--- src/rtl/e1_rx_pkg.sv ---
package e1_rx_pkg;
  parameter int unsigned CHAN_BITS = 8;
  parameter int unsigned NUM_CHAN  = 32;
  parameter int unsigned MF_FRAMES = 16;

  localparam int unsigned BIT_W  = $clog2(CHAN_BITS);
  localparam int unsigned CHAN_W = $clog2(NUM_CHAN);
  localparam int unsigned FRM_W  = $clog2(MF_FRAMES);
  localparam int unsigned MODE_W = 2;

  typedef struct packed {
    logic [FRM_W-1:0]  frm;
    logic [CHAN_W-1:0] chan;
    logic [BIT_W-1:0]  bit_idx;
  } pos_t;

  typedef struct packed {
    logic [NUM_CHAN-1:0] mask;
    logic                mf_crc;
    logic                sync_mf;
  } cfg_t;
endpackage

--- src/rtl/e1_rx_cnt.sv ---
module e1_rx_cnt
  import e1_rx_pkg::*;
(
  input  logic clk_i,
  input  logic rst_ni,
  input  logic sync_i,
  output pos_t pos_q_o,
  output pos_t pos_d_o,
  output logic bnd_d_o
);
  localparam logic [BIT_W-1:0]  BIT_MAX  = BIT_W'(CHAN_BITS - 1);
  localparam logic [CHAN_W-1:0] CHAN_MAX = CHAN_W'(NUM_CHAN - 1);
  localparam logic [FRM_W-1:0]  FRM_MAX  = FRM_W'(MF_FRAMES - 1);

  pos_t pos_q, pos_d;

  always_comb begin
    pos_d = pos_q;
    if (sync_i) begin
      pos_d = '0;
    end else if (pos_q.bit_idx != BIT_MAX) begin
      pos_d.bit_idx = pos_q.bit_idx + 1'b1;
    end else begin
      pos_d.bit_idx = '0;
      if (pos_q.chan != CHAN_MAX) begin
        pos_d.chan = pos_q.chan + 1'b1;
      end else begin
        pos_d.chan = '0;
        pos_d.frm  = (pos_q.frm == FRM_MAX) ? '0 : pos_q.frm + 1'b1;
      end
    end
  end

  always_ff @(posedge clk_i or negedge rst_ni) begin
    if (!rst_ni) pos_q <= '0;
    else         pos_q <= pos_d;
  end

  assign pos_q_o = pos_q;
  assign pos_d_o = pos_d;
  assign bnd_d_o = (pos_d.bit_idx == '0) && (pos_d.chan == '0);


  sync_reload_chk: assert property (@(posedge clk_i) disable iff (!rst_ni)
    sync_i |=> (pos_q.bit_idx == '0 && pos_q.chan == '0 && pos_q.frm == '0));


  bit_step_chk: assert property (@(posedge clk_i) disable iff (!rst_ni)
    (!sync_i && pos_q.bit_idx != BIT_MAX) |=> (pos_q.bit_idx == $past(pos_q.bit_idx) + 1'b1));
endmodule

--- src/rtl/e1_rx_cfg.sv ---
module e1_rx_cfg
  import e1_rx_pkg::*;
(
  input  logic                clk_i,
  input  logic                rst_ni,
  input  logic                wr_en_i,
  input  logic                wr_addr_i,
  input  logic [NUM_CHAN-1:0] wr_data_i,
  input  logic                bnd_d_i,
  output cfg_t                cfg_d_o
);
  cfg_t stage_q, stage_d, act_q, act_d;

  always_comb begin
    stage_d = stage_q;
    if (wr_en_i) begin
      if (!wr_addr_i) stage_d.mask = wr_data_i;
      else            {stage_d.mf_crc, stage_d.sync_mf} = wr_data_i[MODE_W-1:0];
    end
    act_d = bnd_d_i ? stage_d : act_q;
  end

  always_ff @(posedge clk_i or negedge rst_ni) begin
    if (!rst_ni) begin
      stage_q <= '0;
      act_q   <= '0;
    end else begin
      stage_q <= stage_d;
      act_q   <= act_d;
    end
  end

  assign cfg_d_o = act_d;


  cfg_hold_chk: assert property (@(posedge clk_i) disable iff (!rst_ni)
    !bnd_d_i |=> $stable(act_q));
endmodule

--- src/rtl/e1_rx_strobe.sv ---
module e1_rx_strobe
  import e1_rx_pkg::*;
(
  input  logic clk_i,
  input  logic rst_ni,
  input  pos_t pos_d_i,
  input  cfg_t cfg_d_i,
  input  logic crc_mf_i,
  output logic chan_clk_o,
  output logic chan_blk_o,
  output logic frame_sync_o,
  output logic sel_sync_o,
  output logic mf_sync_o
);
  localparam logic [BIT_W-1:0] BIT_MAX = BIT_W'(CHAN_BITS - 1);

  logic [FRM_W-1:0] crc_ofs_q, crc_ofs_d;
  logic frm_start_d, mf_hit_d, mf_d;

  assign crc_ofs_d   = crc_mf_i ? pos_d_i.frm : crc_ofs_q;
  assign frm_start_d = (pos_d_i.bit_idx == '0) && (pos_d_i.chan == '0);
  assign mf_hit_d    = cfg_d_i.mf_crc ? (pos_d_i.frm == crc_ofs_d) : (pos_d_i.frm == '0);
  assign mf_d        = frm_start_d && mf_hit_d;

  always_ff @(posedge clk_i or negedge rst_ni) begin
    if (!rst_ni) begin
      crc_ofs_q    <= '0;
      chan_clk_o   <= 1'b0;
      chan_blk_o   <= 1'b0;
      frame_sync_o <= 1'b0;
      sel_sync_o   <= 1'b0;
      mf_sync_o    <= 1'b0;
    end else begin
      crc_ofs_q    <= crc_ofs_d;
      chan_clk_o   <= (pos_d_i.bit_idx == BIT_MAX);
      chan_blk_o   <= cfg_d_i.mask[pos_d_i.chan];
      frame_sync_o <= frm_start_d;
      sel_sync_o   <= cfg_d_i.sync_mf ? mf_d : frm_start_d;
      mf_sync_o    <= mf_d;
    end
  end


  chan_clk_gap_chk: assert property (@(posedge clk_i) disable iff (!rst_ni)
    chan_clk_o |=> !chan_clk_o);

  mf_on_frame_chk: assert property (@(posedge clk_i) disable iff (!rst_ni)
    mf_sync_o |-> frame_sync_o);

  sel_sub_frame_chk: assert property (@(posedge clk_i) disable iff (!rst_ni)
    sel_sync_o |-> frame_sync_o);
endmodule

--- src/rtl/e1_rx_timing.sv ---
module e1_rx_timing
  import e1_rx_pkg::*;
(
  input  logic                clk_i,
  input  logic                rst_ni,
  input  logic                sync_i,
  input  logic                crc_mf_i,
  input  logic                wr_en_i,
  input  logic                wr_addr_i,
  input  logic [NUM_CHAN-1:0] wr_data_i,
  output logic                chan_clk_o,
  output logic                chan_blk_o,
  output logic                frame_sync_o,
  output logic                sel_sync_o,
  output logic                mf_sync_o
);
  pos_t pos_q, pos_d;
  logic bnd_d;
  cfg_t cfg_d;

  e1_rx_cnt u_cnt (
    .clk_i   (clk_i),
    .rst_ni  (rst_ni),
    .sync_i  (sync_i),
    .pos_q_o (pos_q),
    .pos_d_o (pos_d),
    .bnd_d_o (bnd_d)
  );

  e1_rx_cfg u_cfg (
    .clk_i     (clk_i),
    .rst_ni    (rst_ni),
    .wr_en_i   (wr_en_i),
    .wr_addr_i (wr_addr_i),
    .wr_data_i (wr_data_i),
    .bnd_d_i   (bnd_d),
    .cfg_d_o   (cfg_d)
  );

  e1_rx_strobe u_strobe (
    .clk_i        (clk_i),
    .rst_ni       (rst_ni),
    .pos_d_i      (pos_d),
    .cfg_d_i      (cfg_d),
    .crc_mf_i     (crc_mf_i),
    .chan_clk_o   (chan_clk_o),
    .chan_blk_o   (chan_blk_o),
    .frame_sync_o (frame_sync_o),
    .sel_sync_o   (sel_sync_o),
    .mf_sync_o    (mf_sync_o)
  );


  frame_pulse_chk: assert property (@(posedge clk_i) disable iff (!rst_ni)
    (frame_sync_o && !sync_i) |=> !frame_sync_o);


  frame_pos_chk: assert property (@(posedge clk_i) disable iff (!rst_ni)
    frame_sync_o |-> (pos_q.bit_idx == '0 && pos_q.chan == '0));
endmodule

--- config.mk ---
export PLATFORM = sky130hd
export DESIGN_NAME = e1_rx_timing
export DESIGN_NICKNAME = d
export VERILOG_FILES = /design/src/rtl/e1_rx_pkg.sv /design/src/rtl/e1_rx_cnt.sv /design/src/rtl/e1_rx_cfg.sv /design/src/rtl/e1_rx_strobe.sv /design/src/rtl/e1_rx_timing.sv
export SDC_FILE = /design/constraint.sdc
export NUM_CORES = 1
export LEC_CHECK = 0
export BUFFER_PORTS_ARGS = -buffer_cell sky130_fd_sc_hd__buf_2
export CAP_MARGIN = 30
export CORE_UTILIZATION = 40
export CTS_CLUSTER_SIZE = 10
export DETAILED_ROUTE_END_ITERATION = 7
export PLACE_DENSITY = 0.69
export SETUP_SLACK_MARGIN = 0.2
export SLEW_MARGIN = 25
export SYNTH_ARGS = -nofsm -noshare
export SYNTH_HDL_FRONTEND = slang
export SYNTH_SLANG_ARGS = --single-unit
--- constraint.sdc ---
create_clock -name clk_i -period 3.7 [get_ports clk_i]
set_input_delay 0.74 -clock clk_i [delete_from_list [all_inputs] [get_ports clk_i]]
set_output_delay 0.74 -clock clk_i [all_outputs]
set_load 0.005 [all_outputs]
-- After elaboration in Yosys (flattened, before gate mapping)
Index checks and enable logic that the tools add are counted.
- output and inout port bits: 5
- register bits after elaboration: 89
- bits of input ports: 38
- logic and storage cells: 44
- magnitude comparators: 1
- reduce and logical (&&, ||, !) cells: 5
- eq/ne operators: 5
- add/sub/neg operators: 3
- mux-type cells: 15
- operators by type and width (cell ; count):
    34-bit two-way mux ; 2
    32-bit two-way mux ; 1
    12-bit two-way mux ; 1
    4-bit two-way mux ; 3
    9-bit two-way mux ; 1
    5-bit by 6-bit less-than comparator with 1-bit output, second input constant ; 1
    5-bit by 1-bit adder with 5-bit output, second input constant ; 1
    1-bit binary-select mux with 5-bit select ; 1
    5-bit logical NOT ; 1
    5-bit two-way mux ; 1
    5-bit inequality test, second input constant ; 1
    4-bit by 1-bit adder with 4-bit output, second input constant ; 1
    4-bit equality test ; 1
    4-bit equality test, second input constant ; 1
    4-bit logical NOT ; 1
    3-bit by 1-bit adder with 3-bit output, second input constant ; 1
    3-bit equality test, second input constant ; 1
    3-bit logical NOT ; 1
    1-bit two-way mux ; 3
    3-bit two-way mux ; 1
    3-bit inequality test, second input constant ; 1
    1-bit logical AND ; 2
    2-bit two-way mux ; 1

-- Logic depth before layout (Yosys ltp)
- depth after elaboration: 11
- gate-level depth with buffers: 15
- mapped depth without buffers: 14

-- Modules after synthesis
Synthesis repeated with hierarchy kept, for this count alone.
- cell total of the unflattened synthesis: 375
- area total of the unflattened synthesis: 4508.1 um^2
- by module, submodules not included (module ; instances ; seq. area each (um^2) ; area an instance (um^2) ; cells each):
    e1_rx_cfg ; 1 ; 1701.6 ; 3218.1 ; 265
    e1_rx_strobe ; 1 ; 225.2 ; 654.4 ; 48
    e1_rx_cnt ; 1 ; 300.3 ; 635.6 ; 62

-- Worst setup path before layout
Ideal clock, no wire load.
- path type: flip-flop to flip-flop
- from: register, netlist name u_cnt.pos_q_o[3]
- to: register u_strobe.chan_blk_o
- stages on the path, launching flop included: 15
- period minus slack after synthesis: 2.957 ns
- library setup time: 0.135 ns
- path slack: 0.743 ns
- path buffers: 3
- data arrival time: 2.822 ns
- data required time: 3.565 ns
- cell sequence: dfrtp_1 ha_1 and3_1 ha_1 buf_6 nand2b_1 or3_4 a31o_2 buf_6 buf_2 a21o_1 a32oi_1 a21oi_1 o211ai_1 o211ai_1
- cells in the longest elaborated chain, start to end: 9
- elaborated cells on any way between the ends: 10
- those cells by class: 1 x add/sub; 1 x eq/ne; 6 x mux; 2 x reduce/logical
- RTL lines (item ; line ; text):
    5-bit by 1-bit adder with 5-bit output / 5-bit inequality test (equally long branches) ; e1_rx_cnt.sv:26, e1_rx_cnt.sv:25 ;
    5-bit two-way mux ; e1_rx_cnt.sv:25 ; if (pos_q.chan != CHAN_MAX) begin
    9-bit two-way mux (*) ; e1_rx_cnt.sv:21 ; end else if (pos_q.bit_idx != BIT_MAX) begin
    12-bit two-way mux (*) ; e1_rx_cnt.sv:19 ; if (sync_i) begin
    5-bit logical NOT ; e1_rx_cnt.sv:41 ; assign bnd_d_o = (pos_d.bit_idx == '0) && (pos_d.chan == '0);
    1-bit logical AND ; e1_rx_cnt.sv:41 ;
    34-bit two-way mux ; e1_rx_cfg.sv:20 ; act_d = bnd_d_i ? stage_d : act_q;
    1-bit binary-select mux with 5-bit select (*) ; e1_rx_strobe.sv:36 ; chan_blk_o <= cfg_d_i.mask[pos_d_i.chan];
    1-bit two-way mux (not written as such) (*) ; e1_rx_strobe.sv:36 ;
    to (signal assigned) ; e1_rx_strobe.sv:36 ;
    to (decl) ; e1_rx_strobe.sv:10 ; output logic chan_blk_o,
Every way passes the cells marked *; elsewhere a longest branch is shown, timed or not. The select of a mux whose other input is x is not followed.

-- Final worst setup path
- from: register, netlist name u_cnt.pos_q_o[0]
- to: register u_strobe.chan_blk_o
- cells in the longest elaborated chain, start to end: 8
- elaborated cells on any way between the ends: 11
- those cells by class: 1 x add/sub; 1 x eq/ne; 6 x mux; 3 x reduce/logical
- RTL lines (item ; line):
    3-bit by 1-bit adder with 3-bit output / 3-bit inequality test (equally long branches) ; e1_rx_cnt.sv:22, e1_rx_cnt.sv:21
    3-bit two-way mux / 9-bit two-way mux (equally long branches) ; e1_rx_cnt.sv:21
    12-bit two-way mux (*) ; e1_rx_cnt.sv:19
    3-bit logical NOT / 5-bit logical NOT (equally long branches) ; e1_rx_cnt.sv:41
    1-bit logical AND ; e1_rx_cnt.sv:41
    34-bit two-way mux ; e1_rx_cfg.sv:20
    1-bit binary-select mux with 5-bit select (*) ; e1_rx_strobe.sv:36
    1-bit two-way mux (not written as such) (*) ; e1_rx_strobe.sv:36
Marks and branches as above.

==> flow_metrics.env <==
export IMPL_slew_headroom_pct=47.58
export IMPL_synth_top_family_by_area="compound AO/OA/AOI/OAI gates"
export IMPL_grt_pass1_wl_um=14430
export IMPL_insertion_delay_ns=0.37
export IMPL_finish_utilization_pct=47.61
export IMPL_ant_nets=0
export IMPL_reg2reg_from="u_cnt.pos_q_o[0]"
export IMPL_synth_area_mm2=0.004130
export IMPL_nFillCells=960
export IMPL_htree_levels=3
export IMPL_critPathKind="reg -> reg"
export IMPL_p_total_mw=2.303
export IMPL_start_util_pct=41.68
export IMPL_core_area_mm2=0.009910
export IMPL_ys_types=58
export IMPL_hp_class="in -> async"
export IMPL_clkTransAtPathRegs_ns=0.08
export IMPL_antenna_found_initial=0
export IMPL_clk_path_buf_depth=2
export IMPL_cts_buffers=9
export IMPL_fin_nets=455
export IMPL_max_freq_ghz=0.3045
export IMPL_synth_simple_area_share_pct=13.72
export IMPL_drtIter0Drc=97
export IMPL_cts_sinks=88
export IMPL_grt_ovfl_total=0
export IMPL_drc=0
export IMPL_cts_hold_buffers_added=0
export IMPL_dp_hpwl_um=5960
export IMPL_post_cts_buffers=0
export IMPL_synth_fa_ha_area_share_pct=1.515
export IMPL_area_delta_synth_final_pct=14.24
export IMPL_power_density_mw_per_mm2=488.1
export IMPL_grt_pass1_vias=2824
export IMPL_finalHoldViolations=0
export IMPL_drv_slew=0
export IMPL_dieArea_mm2=0.01074
export IMPL_skew_ns=0.008934
export IMPL_num_rows=36
export IMPL_drv_cap=0
export IMPL_rsz0062_at_grt="no"
export IMPL_finalCriticalPeriod_ns=3.284
export IMPL_r2r_slack_ns=0.42
export IMPL_tightest_slew_ns=0.7863
export IMPL_synthXorXnorAreaFrac_pct=0.8482
export IMPL_wirelength_um=8559
export IMPL_die_x_um=103.6
export IMPL_cp_required_ns=3.95
export IMPL_grt_max_degree=89
export IMPL_diodes=0
export IMPL_crit_arrival_ns=3.53
export IMPL_worstSetupStartpointType="flip-flop"
export IMPL_synth_seq_cells=88
export IMPL_ys_flop_type="dfrtp_1"
export IMPL_layout_drive_gt1_share_pct=28.13
export IMPL_status="completed"
export IMPL_place_gp_congestion=0.9416
export IMPL_whs_ns=0.4212
export IMPL_vias_per_cell=5.239
export IMPL_p_leak_nw=2.187
export IMPL_crit_fanout=33
export IMPL_synth_edf_count=0
export IMPL_die_h_um=103.6
export IMPL_cts_root_buf="clkbuf_8"
export IMPL_tritoncts="done"
export IMPL_finalCritPeriodShare_pct=88.76
export IMPL_wl_per_cell_um=15.59
export IMPL_synth_compound_area_share_pct=16.03
export IMPL_final_cells=549
export IMPL_syn_num_nets=414
export IMPL_dp_cells=534
export IMPL_ys_async_sr_fraction_pct=100.0
export IMPL_ys_warnings_count=0
export IMPL_synthesis_instances=371
export IMPL_finalSetupViolations=0
export IMPL_synth_mux_area_share_pct=11.03
export IMPL_seq_area_frac_synth_pct=53.32
export IMPL_num_vias=2876
export IMPL_irDropWorstVdd_uv=245.6
export IMPL_grt_total_usage_pct=16.98
export IMPL_io_pins=43
export IMPL_rr_worst_depth=11
export IMPL_syn_area_per_cell_um2=11.13
export IMPL_finalSetupTns_ns=0
export IMPL_end_kind="flip-flop"
export IMPL_timing_rr_end="u_strobe.chan_blk_o"
export IMPL_numPortBuffers=42
export IMPL_dr_pass1_iters=4
## power breakdown
group          total [mW]  internal (mW)  switching, mW
Combinational       0.362          0.170          0.191
Sequential           1.15           1.10         0.0490
Clock               0.794          0.464          0.330
Total                2.30           1.73          0.570
## layout by cell type (no fill, tap or decap), types with 3 or more instances in the layout
cell type,instances
a32oi_1,5
and2_1,7
dfrtp_1,88
xor2_1,4
or2_2,4
bufinv_16,3
inv_1,9
o31ai_1,4
buf_2,41
nor2b_1,3
a211oi_1,6
nand3_1,5
nor3_1,8
o31a_1,5
o21a_1,9
or3_1,9
clkbuf_8,10
inv_2,3
a21oi_1,9
o21ai_0,8
mux2i_1,8
and3_1,6
a21boi_1,3
ha_1,4
nor2_1,45
buf_4,7
a21o_1,16
mux2_2,32
o211ai_1,3
nand2b_1,3
nand2_1,12
## registers in the layout, summed over array words and instances, names as in the netlist
name / cells
u_cfg.stage_q: 34
u_cfg.act_q: 33
u_cnt.pos_q_o: 12
u_strobe.crc_ofs_q: 4
u_strobe.chan_blk_o: 1
u_strobe.chan_clk_o: 1
u_strobe.frame_sync_o: 1
u_strobe.mf_sync_o: 1
u_strobe.sel_sync_o: 1
## logic make-up after synthesis
logic type / after synthesis
mux: 41
compound gates: 88
simple gates: 113
fa+ha+maj: 5
buf+inv: 32
xor+xnor: 4
flops: 88
## critical path: stages, from the launching register on
cell,delay [ns]
dfrtp_1,0.41
ha_1,0.21
ha_1,0.36
or3b_1,0.43
a211oi_2,0.33
a31o_4,0.34
nand2_2,0.10
buf_4,0.25
a211oi_1,0.29
nor3_1,0.08
o32ai_1,0.26
o211ai_1,0.11
## worst max-delay path by stage
| stage | start | end | slack, ns | cells past startpoint |
|---|---|---|---|---|
| 4_1_cts | u_cnt.pos_q_o[3] | u_strobe.chan_blk_o | 0.29 | 13 |
| 2_1_floorplan | u_cnt.pos_q_o[3] | u_strobe.chan_blk_o | 0.74 | 14 |
| 5_1_grt | u_cnt.pos_q_o[0] | u_strobe.chan_blk_o | 0.22 | 11 |
| 6_report | u_cnt.pos_q_o[0] | u_strobe.chan_blk_o | 0.42 | 11 |
| 3_5_place_dp | u_cnt.pos_q_o[3] | u_strobe.chan_blk_o | 0.32 | 13 |
| 3_3_place_gp | u_cnt.pos_q_o[0] | u_strobe.chan_blk_o | 0.41 | 11 |
## cells in the mapped netlist, types with 8 or more instances
cell / n / area (um2)
a21o_1: 17 / 127.6
a21oi_1: 9 / 45.04
clkbuf_1: 11 / 41.29
dfrtp_1: 88 / 2202
inv_1: 9 / 33.78
mux2_2: 32 / 360.4
mux2i_1: 8 / 80.08
nand2_1: 12 / 45.04
nor2_1: 45 / 168.9
nor3_1: 8 / 40.04
o21a_1: 9 / 67.56
o21ai_0: 8 / 40.04
or3_1: 9 / 56.30
## area by class of cell
cell class,count,area (um2),area share (%)
Sequential cell,88,2202,46.67
Multi-Input combinational cell,251,1797,38.08
Clock inverter,3,90.09,1.909
Timing Repair Buffer,49,269.0,5.701
Tap cell,133,166.4,3.527
Inverter,13,48.80,1.034
Clock buffer,12,145.1,3.076
## per-layer routing
layer | up-vias | wire length [um] | global-route usage, %
met5 | - | 0 | 0
met4 | 0 | 178 | 7.246
met3 | 13 | 248 | 3.335
met2 | 45 | 3926 | 25.84
met1 | 1414 | 4206 | 23.59
li1 | 1404 | - | -
## repair_timing
item,4_1_cts,5_1_grt
endpoints found under the hold margin,0,0
setup endpoints to repair,0,2
gates resized for setup,0,3
## through the flow
| stage | cell area (um2) | worst slack, ns |
|---|---|---|
| finish | 4718 | 0.4158 |
| global route | 4718 | 0.2157 |
| CTS | 4706 | 0.2943 |
| detailed placement | 4471 | 0.3230 |
| global placement | 4467 | 0.4120 |
| floorplan | 4130 | 0.7434 |
Power figures use the tool's default switching activity.
